===== src/rtl/vls_pkg.sv =====
package vls_pkg;
   localparam int WORD_W = 32;
   localparam int LEN_W  = 6;
   localparam int CODE_W = 2;

   typedef struct packed {
      logic [3:0]        rsvd;
      logic [CODE_W-1:0] sub;
      logic [CODE_W-1:0] svl;
      logic [LEN_W-1:0]  dst;
      logic [LEN_W-1:0]  src;
      logic [LEN_W-1:0]  len;
      logic [LEN_W-1:0]  maxl;
   } vstate_t;
endpackage


===== src/rtl/vls_state_reg.sv =====
module vls_state_reg
   import vls_pkg::*;
#(
   parameter int MAX_LEN = 64
) (
   input  logic                clk,
   input  logic                rst_n,
   input  logic                busy,
   input  logic                csr_we,
   input  logic [WORD_W-1:0]   csr_wdata,
   input  logic                sv_we,
   input  logic [2:0]          sv_len,
   input  logic                step_en,
   input  logic [LEN_W-1:0]    nxt_src,
   input  logic [LEN_W-1:0]    nxt_dst,
   input  logic [CODE_W-1:0]   nxt_sub,
   output vstate_t             state,
   output logic                sv_illegal
);
   localparam logic [LEN_W-1:0] MAXL_CAP = LEN_W'(MAX_LEN - 1);

   vstate_t wr_raw, wr_fix;
   logic    sv_ok;

   always_comb begin
      wr_raw      = vstate_t'(csr_wdata);
      wr_fix      = wr_raw;
      wr_fix.rsvd = '0;
      wr_fix.maxl = (wr_raw.maxl > MAXL_CAP) ? MAXL_CAP : wr_raw.maxl;
      wr_fix.len  = (wr_raw.len > wr_fix.maxl) ? wr_fix.maxl : wr_raw.len;
      sv_ok       = (sv_len != 3'd0) && (sv_len <= 3'd4);
   end

   always_ff @(posedge clk) begin
      if (!rst_n) begin
         state      <= '0;
         sv_illegal <= 1'b0;
      end else begin
         sv_illegal <= 1'b0;
         if (step_en) begin
            state.src <= nxt_src;
            state.dst <= nxt_dst;
            state.sub <= nxt_sub;
         end else if (!busy) begin
            if (csr_we) begin
               state <= wr_fix;
            end else if (sv_we) begin
               if (sv_ok) state.svl <= CODE_W'(sv_len - 3'd1);
               else       sv_illegal <= 1'b1;
            end
         end
      end
   end

   AST_LEN_WITHIN_MAX: assert property (@(posedge clk) disable iff (!rst_n) state.len <= state.maxl);
   AST_MAXL_CAPPED: assert property (@(posedge clk) disable iff (!rst_n) state.maxl <= MAXL_CAP);
   AST_ILLEGAL_KEEPS_CODE: assert property (@(posedge clk) disable iff (!rst_n) sv_illegal |-> $stable(state.svl));
   AST_RSVD_ZERO: assert property (@(posedge clk) disable iff (!rst_n) state.rsvd == 4'd0);
endmodule


===== src/rtl/vls_loop_ctl.sv =====
module vls_loop_ctl
   import vls_pkg::*;
(
   input  logic                clk,
   input  logic                rst_n,
   input  logic                start,
   input  logic                ffirst,
   input  vstate_t             state,
   output logic                busy,
   output logic                done,
   output logic                step_en,
   output logic [LEN_W-1:0]    nxt_src,
   output logic [LEN_W-1:0]    nxt_dst,
   output logic [CODE_W-1:0]   nxt_sub
);
   logic last_sub, last_elem, finish;

   always_comb begin
      last_sub  = (state.sub >= state.svl);
      last_elem = (state.dst >= state.len);
      finish    = busy && (ffirst || (last_sub && last_elem));
      step_en   = busy;
      nxt_src   = state.src;
      nxt_dst   = state.dst;
      nxt_sub   = state.sub;
      if (finish) begin
         nxt_src = '0;
         nxt_dst = '0;
         nxt_sub = '0;
      end else if (last_sub) begin
         nxt_sub = '0;
         nxt_src = state.src + 1'b1;
         nxt_dst = state.dst + 1'b1;
      end else begin
         nxt_sub = state.sub + 1'b1;
      end
   end

   always_ff @(posedge clk) begin
      if (!rst_n) begin
         busy <= 1'b0;
         done <= 1'b0;
      end else begin
         done <= finish;
         if (!busy && start) busy <= 1'b1;
         else if (finish)    busy <= 1'b0;
      end
   end

   AST_DONE_ONE_CYCLE: assert property (@(posedge clk) disable iff (!rst_n) done |=> !done);
   AST_DONE_AFTER_RUN: assert property (@(posedge clk) disable iff (!rst_n) done |-> (!busy && $past(busy)));
   AST_FF_STOPS: assert property (@(posedge clk) disable iff (!rst_n) (busy && ffirst) |=> !busy);
   AST_OFFS_CLEARED: assert property (@(posedge clk) disable iff (!rst_n) done |-> (state.dst == '0 && state.sub == '0));
endmodule


===== src/rtl/vls_pred_gate.sv =====
module vls_pred_gate
   import vls_pkg::*;
#(
   parameter int MAX_LEN = 64
) (
   input  logic                clk,
   input  logic                rst_n,
   input  logic                busy,
   input  logic [LEN_W-1:0]    dst,
   input  logic [MAX_LEN-1:0]  pred_mask,
   input  logic                pred_inv,
   input  logic                zeroing,
   input  logic                ffirst,
   output logic                wr_en,
   output logic                wr_zero
);
   logic raw_bit, pbit, live;

   generate
      if (MAX_LEN == (1 << LEN_W)) begin : g_full
         assign raw_bit = pred_mask[dst];
      end else begin : g_pad
         logic [(1 << LEN_W)-1:0] ext;
         assign ext     = (1 << LEN_W)'(pred_mask);
         assign raw_bit = ext[dst];
      end
   endgenerate

   assign pbit    = raw_bit ^ pred_inv;
   assign live    = busy && !ffirst;
   assign wr_en   = live && pbit;
   assign wr_zero = live && !pbit && zeroing;

   AST_WR_EXCLUSIVE: assert property (@(posedge clk) disable iff (!rst_n) !(wr_en && wr_zero));
   AST_FF_CANCELS: assert property (@(posedge clk) disable iff (!rst_n) ffirst |-> (!wr_en && !wr_zero));
   AST_IDLE_NO_WRITE: assert property (@(posedge clk) disable iff (!rst_n) !busy |-> (!wr_en && !wr_zero));
endmodule


===== src/rtl/vec_loop_seq.sv =====
module vec_loop_seq
   import vls_pkg::*;
#(
   parameter int MAX_LEN = 64
) (
   input  logic                clk,
   input  logic                rst_n,
   input  logic                csr_we,
   input  logic [31:0]         csr_wdata,
   output logic [31:0]         csr_rdata,
   input  logic                sv_we,
   input  logic [2:0]          sv_len,
   output logic                sv_illegal,
   input  logic                start,
   input  logic [MAX_LEN-1:0]  pred_mask,
   input  logic                pred_inv,
   input  logic                zeroing,
   input  logic                ffirst,
   output logic                busy,
   output logic [5:0]          src_off,
   output logic [5:0]          dst_off,
   output logic [1:0]          sub_off,
   output logic                wr_en,
   output logic                wr_zero,
   output logic                done
);
   generate
      if (MAX_LEN < 1 || MAX_LEN > (1 << LEN_W)) begin : g_bad_len
         $error("vec_loop_seq: MAX_LEN out of range");
      end
   endgenerate

   vstate_t             state;
   logic                step_en;
   logic [LEN_W-1:0]    nxt_src, nxt_dst;
   logic [CODE_W-1:0]   nxt_sub;

   vls_state_reg #(.MAX_LEN(MAX_LEN)) u_state (
      .clk(clk), .rst_n(rst_n), .busy(busy),
      .csr_we(csr_we), .csr_wdata(csr_wdata),
      .sv_we(sv_we), .sv_len(sv_len),
      .step_en(step_en), .nxt_src(nxt_src), .nxt_dst(nxt_dst), .nxt_sub(nxt_sub),
      .state(state), .sv_illegal(sv_illegal)
   );

   vls_loop_ctl u_loop (
      .clk(clk), .rst_n(rst_n), .start(start), .ffirst(ffirst), .state(state),
      .busy(busy), .done(done), .step_en(step_en),
      .nxt_src(nxt_src), .nxt_dst(nxt_dst), .nxt_sub(nxt_sub)
   );

   vls_pred_gate #(.MAX_LEN(MAX_LEN)) u_pred (
      .clk(clk), .rst_n(rst_n), .busy(busy), .dst(state.dst),
      .pred_mask(pred_mask), .pred_inv(pred_inv), .zeroing(zeroing), .ffirst(ffirst),
      .wr_en(wr_en), .wr_zero(wr_zero)
   );

   assign csr_rdata = state;
   assign src_off   = state.src;
   assign dst_off   = state.dst;
   assign sub_off   = state.sub;
endmodule


===== config.mk =====
export PLATFORM = sky130hd
export DESIGN_NAME = vec_loop_seq
export DESIGN_NICKNAME = d
export VERILOG_FILES = /design/src/rtl/vls_pkg.sv /design/src/rtl/vls_state_reg.sv /design/src/rtl/vls_loop_ctl.sv /design/src/rtl/vls_pred_gate.sv /design/src/rtl/vec_loop_seq.sv
export SDC_FILE = /design/constraint.sdc
export NUM_CORES = 1
export LEC_CHECK = 0
export BUFFER_PORTS_ARGS = -buffer_cell sky130_fd_sc_hd__buf_4
export CORE_MARGIN = 2
export CORE_UTILIZATION = 44
export CTS_CLUSTER_DIAMETER = 80
export DETAILED_ROUTE_END_ITERATION = 8
export GPL_ROUTABILITY_DRIVEN = 1
export PLACE_DENSITY = 0.85
export SYNTH_ARGS = -nofsm -noshare
export SYNTH_HDL_FRONTEND = slang
export SYNTH_SLANG_ARGS = --single-unit

===== constraint.sdc =====
create_clock -name clk -period 3.2 [get_ports clk]
set_input_delay 0 -clock clk [delete_from_list [all_inputs] [get_ports clk]]
set_output_delay 0 -clock clk [all_outputs]
set_load 0.03 [all_outputs]

After elaboration in Yosys (flattened, before gate mapping). Cells that the tools add are included.

Memory bits (writable): 0. ROM bits: 0. Bits of input ports: 107. Memories: 0. Output and inout port bits: 51. Latch bits: 0. Word-level logic and storage cells: 65. Register bits after elaboration: 31.

$mul: 0. Reduce and logical (&&, ||, !) cells: 21. Shifts and indexed selects: 0. Bitwise logic cells: 4. Divide/modulo/power cells: 0. Equal/unequal tests: 1. $lt $le $gt $ge: 6. Mux-type cells: 20. $add $sub $neg: 4.

Operators by type and width (count): $mux W6 (6); $mux W24 (1); $mux W2 (7); $add A6 B1 Y6 const B (2); $mux W12 (1); $logic_and A1 B1 Y1 (8); $reduce_bool A2 Y1 (4); $lt A6 B7 Y1 const B (1); $bmux W1 S6 (1); $ge A6 B6 Y1 (1); $gt A6 B6 Y1 (1); $gt A6 B6 Y1 const B (1); $mux W1 (4); $reduce_and A2 Y1 (2); $reduce_or A4 Y1 (1); $le A3 B3 Y1 const B (1); $logic_not A1 Y1 (3); $ne A3 B3 Y1 const B (1); $not A1 Y1 (3); $reduce_and A3 Y1 (1); $reduce_bool A3 Y1 (1); $add A2 B1 Y2 const B (1); $ge A2 B2 Y1 (1); $sub A2 B1 Y2 const B (1); other kinds (2) (2).

Logic depth before layout (Yosys ltp). Gate-level depths: netlist of the first run.

Word-level depth: 6. Mapped depth: 10. Depth with buffers taken out: 8.

Modules after synthesis. A second synthesis of the first run with hierarchy kept.

Cell total of the unflattened synthesis: 338. Area total of the unflattened synthesis: 2987.9 um^2.

By module, submodules not included: vls_state_reg (area an instance 1545.2 um^2, sequential area each 580.6 um^2, times used 1, cells an instance 181); vls_loop_ctl (area an instance 684.4 um^2, sequential area each 40.0 um^2, times used 1, cells an instance 88); vls_pred_gate (area an instance 653.1 um^2, sequential area each 0.0 um^2, times used 1, cells an instance 55); vec_loop_seq (area an instance 105.1 um^2, sequential area each 0.0 um^2, times used 1, cells an instance 14).

Least setup slack after synthesis of the first run. Ideal clock, no wire load.

Path kind: register to output. Start: register, netlist name u_state.state[19]. End: output port wr_en. Arrival time: 2.665 ns. Cell stages (with the launch flop): 8. Path buffers: 1. Slack: 0.535 ns. Required time: 3.200 ns. Path through: dfxtp_1 buf_6 mux4_1 mux2_2 nand3_2 a41oi_2 o21a_1 nor3_1.

Word-level cells in the longest chain between the ends: 4.

Ends and longest elaborated chain: $bmux W1 S6 (line vls_pred_gate.sv:21) `assign raw_bit = pred_mask[dst];`; $mux W1 (implied by the code) (line vls_pred_gate.sv:21); $xor A1 B1 Y1 (line vls_pred_gate.sv:29) `assign pbit = raw_bit ^ pred_inv;`; $logic_and A1 B1 Y1 (line vls_pred_gate.sv:31) `assign wr_en = live && pbit;`; end: declaration (line vec_loop_seq.sv:23) `output logic wr_en,`.

No other way between the ends. The select of a mux whose other input is x is not followed.

Worst setup path after layout of the first run.
Start: register, netlist name u_state.state[18]. End: output port wr_zero.

Word-level cells in the longest chain between the ends: 6.

Ends and longest elaborated chain: $bmux W1 S6 (line vls_pred_gate.sv:21); $mux W1 (implied by the code) (line vls_pred_gate.sv:21); $xor A1 B1 Y1 (line vls_pred_gate.sv:29); $logic_not A1 Y1 (line vls_pred_gate.sv:32) `assign wr_zero = live && !pbit && zeroing;`; $logic_and A1 B1 Y1 (2 in a row) (line vls_pred_gate.sv:32); end: declaration (line vec_loop_seq.sv:24) `output logic wr_zero,`.

No other way between the ends. The select of a mux whose other input is x is not followed.

==> results of run 1 <==
## synth_stat cells (all sizes together), types with 2 or more instances
cell / number
buf: 29
nor2: 19
mux4: 13
a311oi: 2
nand2: 21
a31oi: 8
a21o: 5
o22ai: 3
a21oi: 25
o21a: 2
mux2: 3
clkbuf: 7
nand3b: 3
nor3: 5
ha: 17
a211oi: 6
nand2b: 3
nand3: 14
a221oi: 5
inv: 22
a22oi: 6
nor2b: 3
or3: 2
nand4: 2
dfxtp: 31
nand4b: 2
o21ai: 14
mux2i: 15
## logic make-up after synthesis
family	share of synthesized area
buffers and inverters	0.1227
adder cells (fa/ha/maj)	0.08313
flip-flops	0.2425
AO/OA/AOI/OAI	0.2034
other	0.001466
AND/OR/NAND/NOR	0.1462
XOR/XNOR	0.006847
multiplexers	0.1936
## timing repair
item / 4_1_cts / 5_1_grt
hold endpoints to repair: 8 / 0
setup endpoints to repair: 0 / 0
hold buffers: 8 / 0
setup buffers: 0 / 0
## worst max-delay path, cell delays in order (launching register included)
cell and delay [ns]:
dfxtp_1 0.49, buf_4 0.27, mux4_2 0.52, nand2_1 0.09
nand2_1 0.05, o311a_1 0.36, nor3_1 0.30, o211a_1 0.20
buf_4 0.16
## path summary, 6_finish.rpt
check,startpoint,slack [ns],to,cells past startpoint
setup / recovery,u_state.state[18]$_SDFFE_PN0P_,0.49,wr_zero,8
hold / removal,sv_len[2],0.005,u_state.sv_illegal$_SDFF_PP0_,3
setup reg to reg,u_state.state[26]$_SDFFE_PN0P_,0.91,u_state.state[17]$_SDFFE_PN0P_,9
hold reg to reg,u_state.state[4]$_SDFFE_PN0P_,0.46,u_state.state[4]$_SDFFE_PN0P_,2
## report_power, final
part | switching (W) | leakage [nW] | internal, W | total (W)
Clock | 0.000139 | 0.0515 | 0.000196 | 0.000335
Combinational | 0.000320 | 1.48 | 0.000293 | 0.000613
Sequential | 0.0000424 | 0.256 | 0.000420 | 0.000462
Total | 0.000502 | 1.79 | 0.000909 | 0.00141
## layer usage
layer / vias up / GRT usage / routed length, um
li1: 1362 / - / -
met1: 1256 / 0.2809 / 2989
met2: 128 / 0.3867 / 3799
met3: 13 / 0.04944 / 672
met4: 0 / 0.07627 / 129
met5: - / 0 / 0
## cell type report
type / instances / area (um^2) / share of cell area
well taps: 72 / 90.09 / 0.02375
inverters: 23 / 86.33 / 0.02276
repair buffers: 165 / 1259 / 0.3318
flip-flops and latches: 31 / 620.6 / 0.1636
multi-input cells: 212 / 1638 / 0.4317
clock buffers: 8 / 100.1 / 0.02639
## registers in the layout, summed over array words and instances, names as in the netlist
register / count
u_state.state: 28
u_state.sv_illegal: 1
u_loop.done: 1
u_loop.busy: 1
## per-stage QoR
step | instances | setup slack (ns) | power [W] | hold WS, ns
global route | 511 | 0.3084 | 0.001486 | 0.02134
CTS | 511 | 0.4670 | 0.001419 | 0.005188
global placement | 495 | 0.7995 | 0.001062 | 0.2547
finish | 511 | 0.4861 | 0.001411 | 0.005315
detailed placement | 495 | 0.7891 | 0.001077 | 0.2660
floorplan | 302 | 0.5351 | 0.0008570 | 0.1259
==> flow_metrics.py, run 1 <==
metrics = {
    "timing": {
        "slew_headroom": 0.4677,
        "fin_skew_ns": 0.003601,
        "hold_violations": 0,
        "setup_violations": 0,
        "clock.fmax_mhz": 368.5,
        "final.min_clock_period_ns": 2.714,
        "fin_tns_setup_ns": 0,
        "drv_slew": 0,
        "rsz0062_at_grt": "no",
        "period_share": 0.8481,
        "tightest_slew_ns": 0.7984,
    },
    "layout": {
        "drive_gt1_frac": 0.4055,
        "area_growth_syn_to_layout_pct": 48.26,
        "fin_util": 0.6806,
        "fillers": 461,
        "fin_area_um2": 3794,
        "antennaDiodeCount": 0,
        "layout_commonest_cell": "buf_4",
        "mostFrequentLayoutCells": "157 x buf_4, 31 x dfxtp_1, 25 x a21oi_1, 21 x inv_1, 21 x nand2_1",
        "fin_nets": 562,
    },
    "grt": {
        "grt_usage": 0.2263,
        "grt_max_degree": 29,
        "grt_pass1_wl_mm": 11.50,
        "grt_pass1_vias": 2558,
        "antenna_found_initial": 0,
        "grt_overflow": 0,
    },
    "power": {
        "peakVddDrop_uv": 188.2,
        "p_leak_nw": 1.790,
        "p_per_area_nw_per_um2": 371.8,
    },
    "route": {
        "routed_wl_mm": 7.590,
        "post_drt_via_cell_ratio": 5.399,
        "drcViolationCount": 0,
        "vias": 2759,
        "wl_per_cell_um": 14.85,
        "drt_iter0_markers": 118,
        "ant_nets": 0,
        "drtPass1Iterations": 4,
    },
    "die": {
        "dieHeight_um": 80.26,
        "dieWidth_um": 80.26,
        "num_rows": 27,
        "io_pins": 158,
        "fp.dieArea_um2": 6441,
        "start_util": 0.4590,
        "fp.coreArea_um2": 5574,
    },
    "run_status": {
        "outcome": "completed",
    },
    "yosys": {
        "ys_seq_elements": 31,
        "synth_cells": 299,
        "yosys_warnings": 0,
        "synth.cell_area_um2": 2559,
        "ys_types": 48,
        "synth_edf_count": 0,
        "ys.flop_type": "dfxtp_1",
        "seq_area_frac_synth": 0.2425,
        "synth.avg_cell_area_um2": 8.558,
        "ys_top_cells_by_area": "dfxtp_1 24%, ha_1 8.3%, mux4_2 7.0%",
        "ys_async_sr_fraction": 0,
        "yosys.area.top_type": "dfxtp_1",
        "yosys.area.top_type_share": 0.2425,
    },
    "clock_network": {
        "cts.repair.resized": 0,
        "clock_path_buffers": 2,
        "cts_tree": "yes",
        "clk_pin_slew_ns": 0.06,
        "root_buffer": "clkbuf_8",
        "h-tree-depth": 2,
        "numCtsBuffers": 5,
        "cts.sinks": 31,
        "clock_latency_ns": 0.28,
    },
    "placement": {
        "gp_congestion": 0.7924,
        "dp_hpwl_mm": 6.091,
        "dpl_cell_area_um2": 3613,
        "io_buffers": 149,
    },
    "setup_path": {
        "worstSetupEndpointType": "primary output",
        "path_class": "flip-flop to primary output",
        "cp_max_fo": 10,
        "critPathLaunchType": "flip-flop",
        "required_ns": 3.20,
        "arrival_ns": 2.71,
    },
    "hold_path": {
        "hp-class": "primary input to flip-flop",
    },
    "job": {
        "maxCapViolCount": 0,
    },
}
Power figures use the tool's default switching activity.
==> inputs of run 2 (changes only) <==
clock period = 2.6 ns   (was 3.2 ns; I/O delays follow)
==> run 2 against run 1 <==
Clock power is 25% higher; largest power group unchanged; first-iteration DRC count is 54% lower; critical path type unchanged; final cell count is 0.39% higher.
==> flow_metrics.py, run 2 (synthesized netlist as in run 1, its figures left out) <==
metrics = {
    "hold_path": {
        "hp-class": "primary input to flip-flop",
    },
    "clock_network": {
        "clk_pin_slew_ns": 0.06,
        "numCtsBuffers": 5,
        "cts_tree": "yes",
        "clock_path_buffers": 2,
        "clock_latency_ns": 0.28,
        "cts.sinks": 31,
        "h-tree-depth": 2,
        "post_cts_buffers": 0,
        "root_buffer": "clkbuf_8",
    },
    "grt": {
        "grt_pass1_vias": 2785,
        "grt_overflow": 0,
        "antenna_found_initial": 0,
        "grt_max_degree": 24,
        "grt_pass1_wl_mm": 12.27,
        "grt_usage": 0.2392,
    },
    "placement": {
        "gp_congestion": 0.7848,
        "io_buffers": 149,
        "dp_cells": 496,
        "dp_hpwl_mm": 6.223,
        "dpl_cell_area_um2": 3626,
    },
    "timing": {
        "fin_tns_setup_ns": 0,
        "fin_skew_ns": 0.004891,
        "clock.fmax_mhz": 399.4,
        "rsz0062_at_grt": "no",
        "timing.hold.ws_ns": 0.01866,
        "period_share": 0.9631,
        "setup_violations": 0,
        "drv_slew": 0,
        "final.min_clock_period_ns": 2.504,
        "tightest_slew_ns": 0.8226,
        "hold_violations": 0,
        "slew_headroom": 0.4516,
    },
    "route": {
        "met2_length_mm": 4.201,
        "top_layer_used": "met4",
        "drt_iter0_markers": 54,
        "wl_met1_mm": 3.108,
        "wl_met3_um": 574,
        "ant_nets": 0,
        "drcViolationCount": 0,
        "routed_wl_mm": 7.987,
        "drtPass1Iterations": 4,
        "wl_per_cell_um": 15.57,
        "vias": 2869,
        "post_drt_via_cell_ratio": 5.593,
    },
    "run_status": {
        "outcome": "completed",
    },
    "layout": {
        "fin_nets": 564,
        "drive_gt1_frac": 0.4150,
        "fillers": 455,
        "layout_commonest_cell": "buf_4",
        "seq_area_um2": 626.9,
        "area_growth_syn_to_layout_pct": 49.39,
        "mostFrequentLayoutCells": "158 x buf_4, 28 x dfxtp_1, 25 x a21oi_1, 21 x inv_1, 21 x nand2_1",
        "largest_reg_flops": 28,
        "fin_area_um2": 3822,
        "max_flop_register": "u_state.state",
        "antennaDiodeCount": 0,
        "multiInputGateArea_um2": 1643,
        "stdcell_count": 513,
    },
    "die": {
        "fp.dieArea_um2": 6441,
        "io_pins": 158,
        "num_rows": 27,
        "dieWidth_um": 80.26,
        "start_util": 0.4590,
        "fp.coreArea_um2": 5574,
        "dieHeight_um": 80.26,
    },
    "setup_path": {
        "required_ns": 2.60,
        "worstSetupEndpointType": "primary output",
        "arrival_ns": 2.50,
        "critPathLaunchType": "flip-flop",
        "path_class": "flip-flop to primary output",
        "cp_max_fo": 14,
    },
    "power": {
        "p_leak_nw": 1.804,
        "finalPower_w": 0.001755,
        "peakVddDrop_uv": 254.3,
        "p_per_area_nw_per_um2": 459.0,
    },
    "job": {
        "maxCapViolCount": 0,
    },
}
==> run 2: layer usage <==
| metal | vias up | global-route usage |
|---|---|---|
| li1 | 1366 | - |
| met1 | 1353 | 0.2799 |
| met2 | 140 | 0.4375 |
| met3 | 10 | 0.04157 |
| met4 | 0 | 0.07966 |
| met5 | - | 0 |
==> run 2: what timing repair did <==
item	4_1_cts	5_1_grt
resized for setup	1	3
hold endpoints to repair	8	0
hold buffers	9	0
endpoints found under the setup margin	2	2
==> run 2: metrics by stage <==
stage	util	setup slack (ns)
finish	0.6857	0.09598
global route	0.6857	0.04223
CTS	0.6848	0.02720
detailed placement	0.6505	0.1678
global placement	0.6505	0.2357
floorplan	-	0.1708
==> run 2: final cells by class <==
type | count | area share
multi-input combinational | 212 | 0.4298
timing repair buffer | 167 | 0.3339
sequential | 31 | 0.1640
clock buffer | 8 | 0.02619
tap | 72 | 0.02357
inverter | 23 | 0.02259
==> run 2: where the power goes <==
part / internal, W / total, W / switching, W
Clock: 0.000241 / 0.000418 / 0.000177
Combinational: 0.000364 / 0.000760 / 0.000397
Sequential: 0.000518 / 0.000576 / 0.0000586
Total: 0.00112 / 0.00175 / 0.000632
==> run 2: path summary, 6_finish.rpt <==
check | start | end | slack (ns) | cells after the start
setup / recovery | u_state.state[19]$_SDFFE_PN0P_ | wr_zero | 0.1 | 8
hold / removal | csr_wdata[13] | u_state.state[13]$_SDFFE_PN0P_ | 0.02 | 3
setup reg to reg | u_state.state[26]$_SDFFE_PN0P_ | u_state.state[17]$_SDFFE_PN0P_ | 0.28 | 8
hold reg to reg | u_state.state[2]$_SDFFE_PN0P_ | u_state.state[2]$_SDFFE_PN0P_ | 0.46 | 2
==> run 2: critical path, cell delays in order, from the launching register on <==
cell and delay, ns:
dfxtp_4 0.43, buf_4 0.24, mux4_2 0.52, mux2i_1 0.15
a31oi_1 0.10, o311a_1 0.18, o21a_1 0.20, o211a_1 0.22
buf_4 0.16
==> inputs of run 3 (changes only) <==
ABC_AREA = 1   (was unset)
PLACE_DENSITY = 0.84   (was 0.85)
==> run 3 against run 2 <==
Sequential share of layout area decreased by 0.49 points; hold slack got worse by 0.015 ns; wire length increased by 6.1%; critical endpoint is now u_state.state[17]$_SDFFE_PN0P_; highest routed layer unchanged.
==> flow_metrics.py, run 3 <==
metrics = {
    "setup_path": {
        "cp_max_fo": 34,
        "r2r-end": "u_state.state[17]$_SDFFE_PN0P_",
        "r2r-start": "u_state.state[18]$_SDFFE_PN0P_",
        "startpoint": "u_state.state[18]$_SDFFE_PN0P_",
        "worstSetupEndpointType": "flip-flop",
        "reg2regPathDepth": 10,
        "endpoint": "u_state.state[17]$_SDFFE_PN0P_",
        "ff2ff_setup_slack_ns": 0.53,
        "required_ns": 2.80,
        "arrival_ns": 2.27,
        "critPathLaunchType": "flip-flop",
        "path_class": "flip-flop to flip-flop",
    },
    "die": {
        "num_rows": 28,
        "start_util": 0.4549,
        "io_pins": 158,
        "fp.dieArea_um2": 6726,
        "fp.coreArea_um2": 5886,
        "dieHeight_um": 82.01,
        "dieWidth_um": 82.01,
    },
    "layout": {
        "fin_nets": 685,
        "fillers": 512,
        "layout_commonest_cell": "buf_4",
        "fin_util": 0.6628,
        "seq_area_um2": 620.6,
        "area_growth_syn_to_layout_pct": 45.70,
        "antennaDiodeCount": 0,
        "mostFrequentLayoutCells": "156 x buf_4, 124 x nand2_1, 69 x nand3_1, 32 x inv_1, 31 x dfxtp_1",
        "multiInputGateArea_um2": 1648,
        "largest_reg_flops": 28,
        "max_flop_register": "u_state.state",
        "drive_gt1_frac": 0.3084,
    },
    "clock_network": {
        "cts.repair.resized": 0,
        "clock_path_buffers": 2,
        "cts_tree": "yes",
        "root_buffer": "clkbuf_8",
        "cts.sinks": 31,
        "numCtsBuffers": 5,
        "clk_pin_slew_ns": 0.07,
        "h-tree-depth": 2,
        "clock_latency_ns": 0.28,
    },
    "route": {
        "drt_iter0_markers": 153,
        "vias": 3292,
        "routed_wl_mm": 8.478,
        "drtPass1Iterations": 4,
        "wl_per_cell_um": 13.33,
        "ant_nets": 0,
        "drcViolationCount": 0,
        "post_drt_via_cell_ratio": 5.176,
    },
    "yosys": {
        "synth.avg_cell_area_um2": 6.345,
        "ys.flop_type": "dfxtp_1",
        "yosys.area.top_type": "dfxtp_1",
        "ys_async_sr_fraction": 0,
        "synth.cell_area_um2": 2678,
        "ys_types": 30,
        "seq_area_frac_synth": 0.2318,
        "ys_top_cells_by_area": "dfxtp_1 23%, nand2_1 17%, nand3_1 13%",
        "synth_commonest_cells": "124 x nand2_1, 69 x nand3_1, 32 x inv_1",
        "ys_seq_elements": 31,
        "yosys.area.top_type_share": 0.2318,
        "yosys_warnings": 0,
        "synth_edf_count": 0,
        "synth_cells": 422,
        "synth_most_common_cell": "nand2_1",
    },
    "grt": {
        "grt_max_degree": 38,
        "antenna_found_initial": 0,
        "grt_overflow": 0,
        "grt_usage": 0.2409,
        "grt_pass1_wl_mm": 13.04,
        "grt_pass1_vias": 3082,
    },
    "timing": {
        "final.min_clock_period_ns": 2.071,
        "fin_skew_ns": 0.008461,
        "worst_slack_ns": 0.5295,
        "fin_tns_setup_ns": 0,
        "drv_slew": 0,
        "rsz0062_at_grt": "no",
        "timing.hold.ws_ns": 0.003945,
        "clock.fmax_mhz": 483.0,
        "period_share": 0.7964,
        "setup_violations": 0,
        "hold_violations": 0,
    },
    "placement": {
        "io_buffers": 149,
        "dp_hpwl_mm": 6.227,
        "post-place-ws_ns": 0.5580,
        "gp_congestion": 0.8683,
    },
    "job": {
        "maxCapViolCount": 0,
    },
    "power": {
        "peakVddDrop_uv": 382.1,
        "finalPower_w": 0.001853,
        "p_per_area_nw_per_um2": 474.9,
        "p_leak_nw": 1.973,
    },
    "run_status": {
        "outcome": "completed",
    },
    "hold_path": {
        "hp-class": "primary input to flip-flop",
    },
}
[run 3: cell count changes after synthesis, sizes merged, moves of 5 or more]
cell | previous run | this run
a22oi | 6 | 0
o21ai | 14 | 26
buf | 29 | 34
mux2i | 15 | 0
a31oi | 8 | 14
a211oi | 6 | 1
inv | 22 | 36
o211ai | 1 | 6
xor2 | 1 | 6
nand2 | 21 | 124
nand3 | 14 | 71
mux4 | 13 | 0
[run 3: where the power goes]
group / leakage (nW) / switching, W / internal [W]
clock: 0.0513 / 0.000180 / 0.000281
sequential: 0.256 / 0.0000427 / 0.000518
combinational: 1.67 / 0.000486 / 0.000346
total: 1.97 / 0.000709 / 0.00114
[run 3: final cells by class]
cell class,count,share of cell area
multi-input combinational,317,0.4224
clock buffer,6,0.01860
tap,75,0.02405
inverter,38,0.03720
clock inverter,1,0.007697
sequential,31,0.1591
timing repair buffer,168,0.3310
[run 3: metrics by stage]
stage / cells / area (um^2)
floorplan: 425 / 2689
detailed placement: 617 / 3679
global route: 636 / 3901
global placement: 617 / 3679
CTS: 636 / 3901
finish: 636 / 3901
[run 3: per-layer routing]
layer,routed length (um),vias to the layer above,global-route usage
met4,137,0,0.06333
met3,868,18,0.06703
met2,4053,170,0.4455
li1,-,1654,-
met5,0,-,0
met1,3418,1450,0.2690
[run 3: worst min-delay path by stage]
stage | end | start | cells past startpoint
5_1_grt | u_state.state[24]$_SDFFE_PN0P_ | csr_we | 3
4_1_cts | u_state.state[5]$_SDFFE_PN0P_ | csr_wdata[5] | 3
2_1_floorplan | u_state.state[0]$_SDFFE_PN0P_ | csr_wdata[0] | 2
3_3_place_gp | u_state.state[0]$_SDFFE_PN0P_ | csr_wdata[0] | 3
3_5_place_dp | u_state.state[26]$_SDFFE_PN0P_ | csr_wdata[26] | 3
6_report | u_state.state[1]$_SDFFE_PN0P_ | csr_wdata[1] | 3
[run 3: critical path, cell delays in order, from the launching register on]
cell,delay (ns)
dfxtp_1,0.34
inv_4,0.26
ha_1,0.30
o21ai_1,0.13
nand2_1,0.07
nand2_1,0.06
a21oi_1,0.06
o21ai_2,0.31
buf_4,0.23
nand3_1,0.07
a31oi_1,0.17
[run 3: what timing repair did]
item | 4_1_cts | 5_1_grt
buffers inserted | 0 | 0
setup endpoints to repair | 0 | 0
endpoints found under the hold margin | 11 | 0
hold buffers | 12 | 0
[run 3: cell families after synthesis]
group / synth area share
and+or+nand+nor: 0.3523
buffers and inverters: 0.1579
AOI/OAI and AO/OA: 0.1477
DFF: 0.2318
adders and majority gates: 0.07944
xor gates and xnor gates: 0.02944
other: 0.001401
